<file path="src/rtl/mab_pkg.sv">
package mab_pkg;

    localparam int FRAME_BITS = 64;  // full clause-22 frame with preamble
    localparam int PRE_BITS   = 32;  // preamble ones
    localparam int HDR_BITS   = 46;  // bits driven before turnaround on a read
    localparam int DATA_FIRST = 48;  // index of first data bit in the frame

    typedef enum logic [1:0] {
        OP_WRITE = 2'b01,
        OP_READ  = 2'b10
    } mdio_op_e;

    typedef struct packed {
        logic        go;     // request / busy
        logic        wr;     // 1 = write, 0 = read
        logic [4:0]  phy;
        logic [4:0]  regad;
        logic [15:0] data;
    } mgmt_cmd_t;

    function automatic mgmt_cmd_t word_to_cmd(logic [31:0] w);
        mgmt_cmd_t c;
        c.go    = w[31];
        c.wr    = w[30];
        c.phy   = w[25:21];
        c.regad = w[20:16];
        c.data  = w[15:0];
        return c;
    endfunction

    function automatic logic [31:0] cmd_to_word(mgmt_cmd_t c);
        return {c.go, c.wr, 4'b0000, c.phy, c.regad, c.data};
    endfunction

    function automatic logic [FRAME_BITS-1:0] build_frame(mgmt_cmd_t c);
        mdio_op_e   op;
        logic [1:0] ta;
        op = c.wr ? OP_WRITE : OP_READ;
        ta = c.wr ? 2'b10 : 2'b11;
        return {{PRE_BITS{1'b1}}, 2'b01, op, c.phy, c.regad, ta, c.data};
    endfunction

endpackage

</file>
<file path="src/rtl/mab_mdc_gen.sv">
module mab_mdc_gen #(
    parameter int CLK_DIV = 4
) (
    input  logic clk,
    input  logic rst,
    input  logic run,
    output logic mdc,
    output logic rise_ev,
    output logic fall_ev
);
    localparam int CW = (CLK_DIV > 1) ? $clog2(CLK_DIV) : 1;

    logic [CW-1:0] cnt;
    logic          tick;

    assign tick    = (cnt == CW'(CLK_DIV - 1));
    assign rise_ev = run && tick && !mdc;
    assign fall_ev = run && tick && mdc;

    always_ff @(posedge clk) begin
        if (rst || !run) begin
            cnt <= '0;
            mdc <= 1'b0;
        end else if (tick) begin
            cnt <= '0;
            mdc <= ~mdc;
        end else begin
            cnt <= cnt + 1'b1;
        end
    end

    // with the bridge idle, the management clock is parked low
    assert_mdc_parked_R8: assert property (@(posedge clk) disable iff (rst)
        !run |=> !mdc);

endmodule

</file>
<file path="src/rtl/mab_frame_shifter.sv">
module mab_frame_shifter
    import mab_pkg::*;
(
    input  logic                  clk,
    input  logic                  rst,
    input  logic                  start,
    input  logic                  is_write,
    input  logic [FRAME_BITS-1:0] frame,
    input  logic                  rise_ev,
    input  logic                  fall_ev,
    input  logic                  mdio_i,
    output logic                  mdio_o,
    output logic                  mdio_oe,
    output logic                  done,
    output logic [15:0]           rd_data
);
    localparam int IW = $clog2(FRAME_BITS);

    logic                  active;
    logic                  wr_q;
    logic [IW-1:0]         bit_idx;
    logic [FRAME_BITS-1:0] sreg;
    logic                  last_bit;
    logic                  in_data;

    assign last_bit = (bit_idx == IW'(FRAME_BITS - 1));
    assign in_data  = (bit_idx >= IW'(DATA_FIRST));
    assign mdio_o   = sreg[FRAME_BITS-1];

    always_ff @(posedge clk) begin
        if (rst) begin
            active  <= 1'b0;
            wr_q    <= 1'b0;
            bit_idx <= '0;
            sreg    <= '0;
            mdio_oe <= 1'b0;
            done    <= 1'b0;
            rd_data <= '0;
        end else begin
            done <= 1'b0;
            if (start) begin
                active  <= 1'b1;
                wr_q    <= is_write;
                bit_idx <= '0;
                sreg    <= frame;
                mdio_oe <= 1'b1;
            end else if (active) begin
                if (rise_ev && !wr_q && in_data)
                    rd_data <= {rd_data[14:0], mdio_i};
                if (fall_ev) begin
                    if (last_bit) begin
                        active  <= 1'b0;
                        mdio_oe <= 1'b0;
                        done    <= 1'b1;
                    end else begin
                        bit_idx <= bit_idx + 1'b1;
                        sreg    <= {sreg[FRAME_BITS-2:0], 1'b0};
                        mdio_oe <= wr_q || ((bit_idx + 1'b1) < IW'(HDR_BITS));
                    end
                end
            end
        end
    end

    // from the turnaround on, a read leaves the line to the PHY
    assert_release_read_R4: assert property (@(posedge clk) disable iff (rst)
        (active && !wr_q && bit_idx >= IW'(HDR_BITS)) |-> !mdio_oe);

endmodule

</file>
<file path="src/rtl/mdio_access_bridge.sv">
module mdio_access_bridge
    import mab_pkg::*;
#(
    parameter int CLK_DIV = 4
) (
    input  logic        clk,
    input  logic        rst,
    input  logic        reg_wr,
    input  logic [31:0] reg_wdata,
    output logic [31:0] reg_rdata,
    output logic        mdc,
    output logic        mdio_o,
    output logic        mdio_oe,
    input  logic        mdio_i
);
    mgmt_cmd_t cmd_q;
    mgmt_cmd_t wr_cmd;
    logic      accept;
    logic      start;
    logic      rise_ev;
    logic      fall_ev;
    logic      frame_done;
    logic [15:0] rd_data;

    assign wr_cmd    = word_to_cmd(reg_wdata);
    assign accept    = reg_wr && !cmd_q.go;
    assign start     = accept && wr_cmd.go;
    assign reg_rdata = cmd_to_word(cmd_q);

    always_ff @(posedge clk) begin
        if (rst) begin
            cmd_q <= '0;
        end else if (accept) begin
            cmd_q <= wr_cmd;
        end else if (frame_done) begin
            cmd_q.go <= 1'b0;
            if (!cmd_q.wr)
                cmd_q.data <= rd_data;
        end
    end

    mab_mdc_gen #(.CLK_DIV(CLK_DIV)) u_mdc (
        .clk     (clk),
        .rst     (rst),
        .run     (cmd_q.go),
        .mdc     (mdc),
        .rise_ev (rise_ev),
        .fall_ev (fall_ev)
    );

    mab_frame_shifter u_shift (
        .clk      (clk),
        .rst      (rst),
        .start    (start),
        .is_write (wr_cmd.wr),
        .frame    (build_frame(wr_cmd)),
        .rise_ev  (rise_ev),
        .fall_ev  (fall_ev),
        .mdio_i   (mdio_i),
        .mdio_o   (mdio_o),
        .mdio_oe  (mdio_oe),
        .done     (frame_done),
        .rd_data  (rd_data)
    );

    // idle means clock low and line released
    assert_idle_quiet_R8: assert property (@(posedge clk) disable iff (rst)
        !cmd_q.go |-> (!mdc && !mdio_oe));

    // command fields cannot move while a frame runs
    assert_busy_hold_R6: assert property (@(posedge clk) disable iff (rst)
        cmd_q.go |=> $stable(reg_rdata[30:16]));

    // the busy bit only clears after the shifter reports the end of frame
    assert_done_clear_R2: assert property (@(posedge clk) disable iff (rst)
        $fell(cmd_q.go) |-> $past(frame_done));

endmodule

</file>
<file path="config.mk">
export PLATFORM = sky130hd
export DESIGN_NAME = mdio_access_bridge
export DESIGN_NICKNAME = d
export VERILOG_FILES = /design/src/rtl/mab_pkg.sv /design/src/rtl/mab_mdc_gen.sv /design/src/rtl/mab_frame_shifter.sv /design/src/rtl/mdio_access_bridge.sv
export SDC_FILE = /design/constraint.sdc
export NUM_CORES = 1
export LEC_CHECK = 0
export BUFFER_PORTS_ARGS = -buffer_cell sky130_fd_sc_hd__clkbuf_2
export CORE_MARGIN = 2
export CORE_UTILIZATION = 30
export CTS_CLUSTER_DIAMETER = 200
export DETAILED_ROUTE_END_ITERATION = 12
export HOLD_SLACK_MARGIN = 0.1
export PLACE_DENSITY_LB_ADDON = 0.05
export REMOVE_ABC_BUFFERS = 1
export SLEW_MARGIN = 20
export SYNTH_ARGS = -nofsm -noshare
export SYNTH_HDL_FRONTEND = slang
export SYNTH_HIERARCHICAL = 1
export SYNTH_SLANG_ARGS = --single-unit
</file>
<file path="constraint.sdc">
create_clock -name clk -period 5.15 [get_ports clk]
set_input_delay 0.515 -clock clk [delete_from_list [all_inputs] [get_ports clk]]
set_output_delay 0.515 -clock clk [all_outputs]
set_load 0.005 [all_outputs]
</file>
After elaboration in Yosys (flattened, before gate mapping)
Index checks and enable logic that the tools add are counted.
- output and inout bits: 35
- input bits: 36
- bits in registers: 121
- logic and storage cells: 71
- reductions and logical operators: 23
- mux-type cells: 20
- $add $sub $neg: 2
- bitwise gates (word level): 5
- equal/unequal tests: 4
- magnitude comparators: 2
- operator list (kind ; number):
    $mux W64 ; 4
    $mux W16 ; 3
    $mux W1 ; 12
    $reduce_and A3 Y1 ; 3
    $logic_and A1 B1 Y1 ; 7
    $add A6 B1 Y6 const B ; 1
    $eq A6 B6 Y1 const B ; 1
    $ge A6 B6 Y1 const B ; 1
    $lt A6 B6 Y1 const B ; 1
    $reduce_bool A2 Y1 ; 3
    $not A1 Y1 ; 5
    $reduce_and A2 Y1 ; 2
    $reduce_or A2 Y1 ; 2
    $reduce_or A4 Y1 ; 1
    $logic_not A1 Y1 ; 3
    $add A2 B1 Y2 const B ; 1
    $eq A2 B2 Y1 const B ; 1
    $logic_or A1 B1 Y1 ; 2
    $mux W2 ; 1
    $ne A2 B1 Y1 const B ; 1
    $ne A2 B2 Y1 const B ; 1

Longest topological paths before layout
Gate-level depths: netlist of run 1.
- word-level depth: 7
- gate-level depth with buffers: 10
- mapped depth without buffers: 7

By module
The synthesis of run 1 kept the hierarchy.
- by module, submodules not included (module ; area an instance (um^2) ; sequential area each (um^2) ; times used ; cells each):
    mab_frame_shifter ; 4286.6 ; 1801.7 ; 1 ; 485
    mdio_access_bridge ; 1275.0 ; 560.5 ; 1 ; 155
    mab_mdc_gen ; 117.6 ; 60.1 ; 1 ; 12

Worst setup path after synthesis of run 1
Ideal clock, no wire load.
- path type: input to register
- from: input reg_wr
- to: register u_shift.sreg[10]
- library setup time: 0.152 ns
- path buffers: 5
- data required time: 4.998 ns
- stages on the path: 8
- path slack: 2.824 ns
- data arrival time: 2.174 ns
- cells stage by stage: nor2b_1 buf_6 clkbuf_1 and2_1 buf_2 clkbuf_1 clkbuf_1 a221oi_2
- word-level cells in the longest chain between the ends: 4
- elaborated cells between the ends (all ways): 7
- those cells by class: eq/ne: 1; mux: 1; reduce/logical: 5
- RTL lines (what ; RTL line ; RTL):
    start: declaration ; mdio_access_bridge.sv:8 ; input logic reg_wr,
    $logic_and A1 B1 Y1 * ; mdio_access_bridge.sv:26 ; assign accept = reg_wr && !cmd_q.go;
    $logic_and A1 B1 Y1 * ; mdio_access_bridge.sv:27 ; assign start = accept && wr_cmd.go;
    via start ; mdio_access_bridge.sv:19 ; logic start;
    $ne A2 B2 Y1 (no line) or $reduce_bool A2 Y1 (tied branches) ; - ;
    $reduce_and A3 Y1 (no line) ; - ;
    end signal: assignment ; mab_frame_shifter.sv:45 ; sreg <= frame;
    end signal: assignment ; mab_frame_shifter.sv:57 ; sreg <= {sreg[FRAME_BITS-2:0], 1'b0};
    end: declaration ; mab_frame_shifter.sv:22 ; logic [FRAME_BITS-1:0] sreg;
The timed path passes the listed nets; every way through them passes the cells marked *.
A chain may end at the register's enable or synchronous reset.

Worst setup path in the final report of run 1
- from: register cmd_q (netlist bit reg_rdata[31])
- to: register u_shift.bit_idx[2]
- word-level cells in the longest chain between the ends: 4
- elaborated cells between the ends (all ways): 7
- those cells by class: reduce/logical: 7
- RTL lines (what ; RTL line ; RTL):
    start: declaration ; mdio_access_bridge.sv:16 ; mgmt_cmd_t cmd_q;
    start signal: assignment ; mdio_access_bridge.sv:34 ; cmd_q <= wr_cmd;
    $logic_not A1 Y1 ; mdio_access_bridge.sv:26 ;
    $logic_and A1 B1 Y1 ; mdio_access_bridge.sv:26 ;
    $logic_and A1 B1 Y1 ; mdio_access_bridge.sv:27 ;
    via start ; mdio_access_bridge.sv:19 ;
    $reduce_or A2 Y1 (no line) ; - ;
    end signal: assignment ; mab_frame_shifter.sv:56 ; bit_idx <= bit_idx + 1'b1;
    end: declaration ; mab_frame_shifter.sv:21 ; logic [IW-1:0] bit_idx;
The timed path passes the listed nets, and every way through them passes these cells.

==> results.json, run 1 <==
{
  "run_status": "completed",
  "cts_sinks": 121,
  "rows": 50,
  "ant_nets": 0,
  "relSlewSlack_pct": 34.7,
  "yosysUniqueCellTypes": 45,
  "clock.fmax_mhz": 372,
  "period_needed_ps": 2690,
  "die_x_microns": 142,
  "power.leakage_uw": 0.00286,
  "cap_violations": 0,
  "drv_slew": 0,
  "port_buffers": 62,
  "syn_to_final_growth_pct": 18.9,
  "synth_fa_ha_area_share_pct": 0.441,
  "fin_worst_hold_slack_ps": 334,
  "required_ps": 5460,
  "ys_seq_area_share_pct": 42.7,
  "post-route-period-util_pct": 52.3,
  "first_iter_violations": 302,
  "muxShareOfSynthArea_pct": 0.176,
  "placed_cells": 932,
  "initial_utilization_pct": 30.5,
  "rsz0062_at_grt": "false",
  "cts_hold_buf": 0,
  "routed_via_density": 4.79,
  "peakVddDrop_mv": 0.222,
  "clock_path_buffers": 2,
  "cts.repair.resized": 0,
  "core_sq_mm": 0.0186,
  "dp_hpwl_mm": 7.91,
  "critical_path.slowest_cell": "and2_4",
  "syn-cell-area_sq_mm": 0.00568,
  "die_area_sq_mm": 0.0200,
  "clk_latency_ps": 410,
  "gp_congestion": 0.697,
  "worst_setup_path_start_kind": "flip-flop",
  "synthArstFlopShare_pct": 0,
  "synth_simple_gate_area_share_pct": 15.3,
  "criticalPathCategory": "flip-flop to flip-flop",
  "postCtsSetupBuffers": 0,
  "root_buffer": "clkbuf_16",
  "antenna_found_initial": 0,
  "cts_tree": "done",
  "report.final.hold_viol_count": 0,
  "synth_edf_count": 0,
  "num_antenna_cells": 0,
  "endpoint_kind": "flip-flop",
  "nNetsFinal": 755,
  "grt_max_degree": 100,
  "wl_per_cell_microns": 13.9,
  "gr-total-overflow": 0,
  "grt_util_all_layers_pct": 13.9,
  "synth_xor_area_share_pct": 0.463,
  "post-place-ws_ps": 2150,
  "hold_class": "primary input to flip-flop",
  "drt_pass1_iterations": 4,
  "clkTransAtPathRegs_ps": 60,
  "synth_seq_cells": 121,
  "htreeDepth": 4,
  "cp_slowest_stage_delay_ps": 620,
  "setup_viol": 0,
  "yosysWarnings": 6,
  "cts-buffers-inserted": 17,
  "synth-compound-area-share_pct": 30.2,
  "tightest_slew_ps": 979,
  "grt_pass1_vias": 4371,
  "multiInputGateArea_sq_mm": 0.00281,
  "fillCellCount": 1949,
  "regArea_sq_mm": 0.00242,
  "synth_area_per_cell_sq_um": 8.71,
  "cp_max_fo": 99,
  "mostFrequentLayoutCells": "nand2_1 (157), dfxtp_1 (121), a21oi_1 (67)",
  "stdcell_count": 964,
  "drcViolationCount": 0,
  "synth_top_family_by_area": "compound AO/OA/AOI/OAI gates",
  "p_per_area_mw_per_mm2": 365,
  "syn_inst": 652,
  "num_vias": 4615,
  "die_height_microns": 142,
  "finalClockSkew_ps": 7.38,
  "arrival_ps": 3000,
  "io_pins": 71,
  "crit_chain": "nor2b_4 > buf_4 > and2_4 > buf_12 > nor2_1 > nand2_1 > a21oi_1 > a31o_2",
  "drive_gt1_share_pct": 25.9,
  "totalWireLength_mm": 13.4,
  "layout_commonest_cell": "nand2_1",
  "grt_pass1_wl_mm": 22.0,
  "ys.flop_type": "dfxtp_1",
  "fin_ws_ps": 2460
}
-- critical path, delay by kind of cell (launching register included) --
kind	cells	cell delay, ps
and+or+nand+nor	4	1000
buffers and inverters	2	910
DFF	1	380
AOI/OAI and AO/OA	2	280
-- path summary, 6_finish.rpt --
kind,from,end,slack (ps),depth (start not counted)
worst max-delay path,reg_rdata[31],u_shift/bit_idx[2],2460,8
worst min-delay path,mdio_i,u_shift/rd_data[0],330,3
worst max register to register,reg_rdata[31],u_shift/bit_idx[2],2460,8
worst min register to register,u_mdc/cnt[0],u_mdc/cnt[0],430,1
-- per-stage QoR --
step | total power, uW | util [%] | area, sq um | TNS, ps
floorplan | 1200 | - | 5460 | -83220
global placement | 1270 | 33.0 | 6150 | 0
detailed placement | 1280 | 33.0 | 6150 | 0
CTS | 2510 | 36.2 | 6750 | 0
global route | 2580 | 36.2 | 6750 | 0
finish | 2470 | 36.2 | 6750 | 0
-- cells in the mapped netlist (10+ instances only) --
master	number	share of area (%)
nand2_1	157	10
nor3_1	18	1.6
inv_1	64	4.2
nor2_1	10	0.66
a311oi_2	10	2.6
clkbuf_1	23	1.5
a221oi_1	22	3.4
buf_2	17	1.5
a21oi_2	30	4.6
a21oi_1	67	5.9
a221oi_2	41	11
dfxtp_1	121	43
-- state kept, by name, summed over array words and instances (netlist names) --
register / flops
u_shift/rd_data: 16
u_shift/sreg: 64
u_mdc/cnt: 2
u_shift/bit_idx: 6
reg_rdata: 28
u_shift/active: 1
u_shift/done: 1
u_mdc/mdc: 1
u_shift/mdio_oe: 1
u_shift/wr_q: 1
-- area by class of cell --
class / instances / share of cell area (%)
clock inverter: 9 / 1.78
clock buffer: 23 / 7.08
tap: 234 / 4.34
inverter: 64 / 3.56
multi-input combinational: 442 / 41.5
timing repair buffer: 71 / 5.82
sequential: 121 / 35.9
-- per-layer routing --
metal	vias to the layer above	share of wire, %	GRT usage [%]
met1	2156	50	18.2
met5	-	0	0
met3	9	5.2	4.05
met2	99	44	21.9
li1	2351	-	-
met4	0	0.87	4.58
-- report_power, final --
group | switching, uW | internal [uW] | leakage [uW]
Sequential | 30.7 | 991 | 0.000992
Combinational | 139 | 91.8 | 0.00156
Clock | 419 | 794 | 0.000300
Total | 589 | 1880 | 0.00286
-- kinds of logic after synthesis --
logic type	count (synthesis)
mux	1
compound gates	189
xor+xnor	3
other cells	2
buf+inv	126
flops	121
simple gates	208
fa+ha+maj	2
(Power assumes the default switching activity.)
==> run 2, diff against run 1 <==
--- a/config.mk
+++ b/config.mk
@@ -5,6 +5,7 @@
 export SDC_FILE = /design/constraint.sdc
 export NUM_CORES = 1
 export LEC_CHECK = 0
+export ABC_AREA = 1
 export BUFFER_PORTS_ARGS = -buffer_cell sky130_fd_sc_hd__clkbuf_2
 export CORE_MARGIN = 2
 export CORE_UTILIZATION = 30
==> constraint.sdc (replaced) <==
create_clock -name clk -period 2.65 [get_ports clk]
set_input_delay 0.265 -clock clk [delete_from_list [all_inputs] [get_ports clk]]
set_output_delay 0.265 -clock clk [all_outputs]
set_load 0.005 [all_outputs]
==> run 2 against run 1 <==
- utilization rose by 0.29 points
- wire length rose by 3.3%
- clock-buffer cell count rose by 3
- synthesized cell count rose by 20%
- final area fell by 2.5%
- critical path depth rose by 3
- largest power group unchanged
==> results.json, run 2 <==
{
  "run_status": "completed",
  "yosysWarnings": 6,
  "setup_viol": 0,
  "num_antenna_cells": 0,
  "netlist_top_cells_count": "nand2_1 (236), nor2_1 (124), dfxtp_1 (121)",
  "die_height_microns": 140,
  "regArea_sq_mm": 0.00242,
  "num_vias": 4997,
  "grt_pass1_vias": 4754,
  "die_area_sq_mm": 0.0196,
  "report.final.hold_viol_count": 0,
  "synth_area_per_cell_sq_um": 7.06,
  "synth_most_common_cell": "nand2_1",
  "fin_worst_hold_slack_ps": 125,
  "drv_slew": 0,
  "post-route-period-util_pct": 80.5,
  "grt_util_all_layers_pct": 14.6,
  "grt_max_degree": 68,
  "ant_nets": 0,
  "clk_latency_ps": 410,
  "peakVddDrop_mv": 0.428,
  "finalClockSkew_ps": 10.1,
  "cap_violations": 0,
  "largest_reg_flops": 64,
  "io_pins": 71,
  "synthArstFlopShare_pct": 0,
  "tightest_slew_ps": 770,
  "synthTopCellsByArea": "dfxtp_1 (44%), nand2_1 (16%), a21oi_1 (8.8%), nor2_1 (8.4%), o21a_1 (5.2%)",
  "initial_utilization_pct": 30.7,
  "regMostFlops": "u_shift/sreg",
  "wl_per_cell_microns": 12.5,
  "required_ps": 3000,
  "core_sq_mm": 0.0180,
  "totalWireLength_mm": 13.8,
  "stdcell_count": 1102,
  "p_per_area_mw_per_mm2": 668,
  "syn_inst": 784,
  "grt_pass1_wl_mm": 23.2,
  "synth_seq_cells": 121,
  "layout_commonest_cell": "nand2_1",
  "syn-cell-area_sq_mm": 0.00554,
  "hold_class": "primary input to flip-flop",
  "power.leakage_uw": 0.00265,
  "multiInputGateArea_sq_mm": 0.00281,
  "nNetsFinal": 901,
  "tns_ps": 0,
  "gr-total-overflow": 0,
  "htreeDepth": 4,
  "first_iter_violations": 244,
  "yosysUniqueCellTypes": 29,
  "antenna_found_initial": 0,
  "die_x_microns": 140,
  "syn_to_final_growth_pct": 18.8,
  "cts_hold_buf": 0,
  "gp_congestion": 0.733,
  "fillCellCount": 1992,
  "cts-buffers-inserted": 17,
  "rows": 49,
  "period_needed_ps": 2130,
  "cts_tree": "done",
  "clkTransAtPathRegs_ps": 50,
  "synth_edf_count": 0,
  "yosys.area.top_type": "dfxtp_1",
  "yosys.area.top_type_share_pct": 43.7,
  "drive_gt1_share_pct": 13.6,
  "cts.repair.resized": 0,
  "criticalPathCategory": "flip-flop to flip-flop",
  "fin_area_sq_mm": 0.00658,
  "clock.fmax_mhz": 469,
  "arrival_ps": 2480,
  "postCtsSetupBuffers": 0,
  "ys.flop_type": "dfxtp_1",
  "port_buffers": 62,
  "reg2reg_slack_ps": 520,
  "cp_max_fo": 18,
  "place_area_sq_mm": 0.00607,
  "worst_setup_path_start_kind": "flip-flop",
  "mostFrequentLayoutCells": "nand2_1 (236), nor2_1 (124), dfxtp_1 (121)",
  "worst_r2r_path_depth": 11,
  "routed_via_density": 4.53,
  "placed_cells": 1073,
  "drt_pass1_iterations": 4,
  "endpoint_kind": "flip-flop",
  "ys_seq_area_share_pct": 43.7,
  "rsz0062_at_grt": "false",
  "relSlewSlack_pct": 48.7,
  "dp_hpwl_mm": 9.00,
  "clock_path_buffers": 2,
  "drcViolationCount": 0,
  "holdPathStages": 3,
  "cts_sinks": 121,
  "root_buffer": "clkbuf_16"
}
==> run 2: cell types whose count changed in the layout (fill, tap and decap cells not counted), sizes merged, moves of 17 or more <==
cell	before	now
inv	64	27
o21ai	3	33
a221oi	63	0
nand2	157	241
o21a	0	38
nor3	19	2
nand3	2	23
a311oi	18	0
nor2	10	125
==> run 2: per-layer routing <==
layer  global-route usage, %  vias to the layer above  wire (microns)
li1                        -                     2639               -
met1                    17.8                     2270            6570
met2                    25.1                       75            6610
met3                    3.44                       13             433
met4                    5.58                        0             201
met5                       0                        -               0
==> run 2: worst paths after layout <==
| check | startpoint | end |
|---|---|---|
| max | reg_rdata[31] | u_shift/rd_data[13] |
| min | mdio_i | u_shift/rd_data[0] |
| max reg2reg | reg_rdata[31] | u_shift/rd_data[13] |
| min reg2reg | u_mdc/cnt[0] | u_mdc/cnt[0] |
==> run 2: cell type report <==
type	instances	share of cell area, %
Clock buffer	26	7.43
Clock inverter	3	0.266
Inverter	27	1.62
Multi-Input combinational cell	619	42.7
Sequential cell	121	36.8
Tap cell	229	4.35
Timing Repair Buffer	77	6.81
==> run 2: worst max-delay path, cell delays in order, from the launching register on <==
cell,delay [ps]
dfxtp_1,460
inv_4,160
nand2_8,80
inv_2,30
nand2_1,80
inv_2,150
nor2_1,160
nand2_1,100
buf_4,200
inv_1,420
nor2_1,110
nor2_1,110
==> run 2: cells by family (layout without fill, tap and decap cells) <==
kind of cell,count (synthesis),after routing,share of synthesized area (%)
simple gates,408,408,30.5
compound gates,170,170,17.2
flops,121,121,43.7
buf+inv,81,133,8.02
fa+ha+maj,2,2,0.452
other cells,2,39,0.136
==> run 2: power breakdown <==
part	internal, uW	switching (uW)	total, uW
clock	1250	772	2020
combinational	168	260	429
sequential	1910	40.6	1950
==> run 2: metrics by stage <==
step	total power, uW	util [%]	worst slack, ps
after floorplan	2230	-	-992
after global placement	2410	33.7	589
after detailed placement	2420	33.7	544
after CTS	4470	36.5	521
after global routing	4630	36.5	298
final	4400	36.5	516
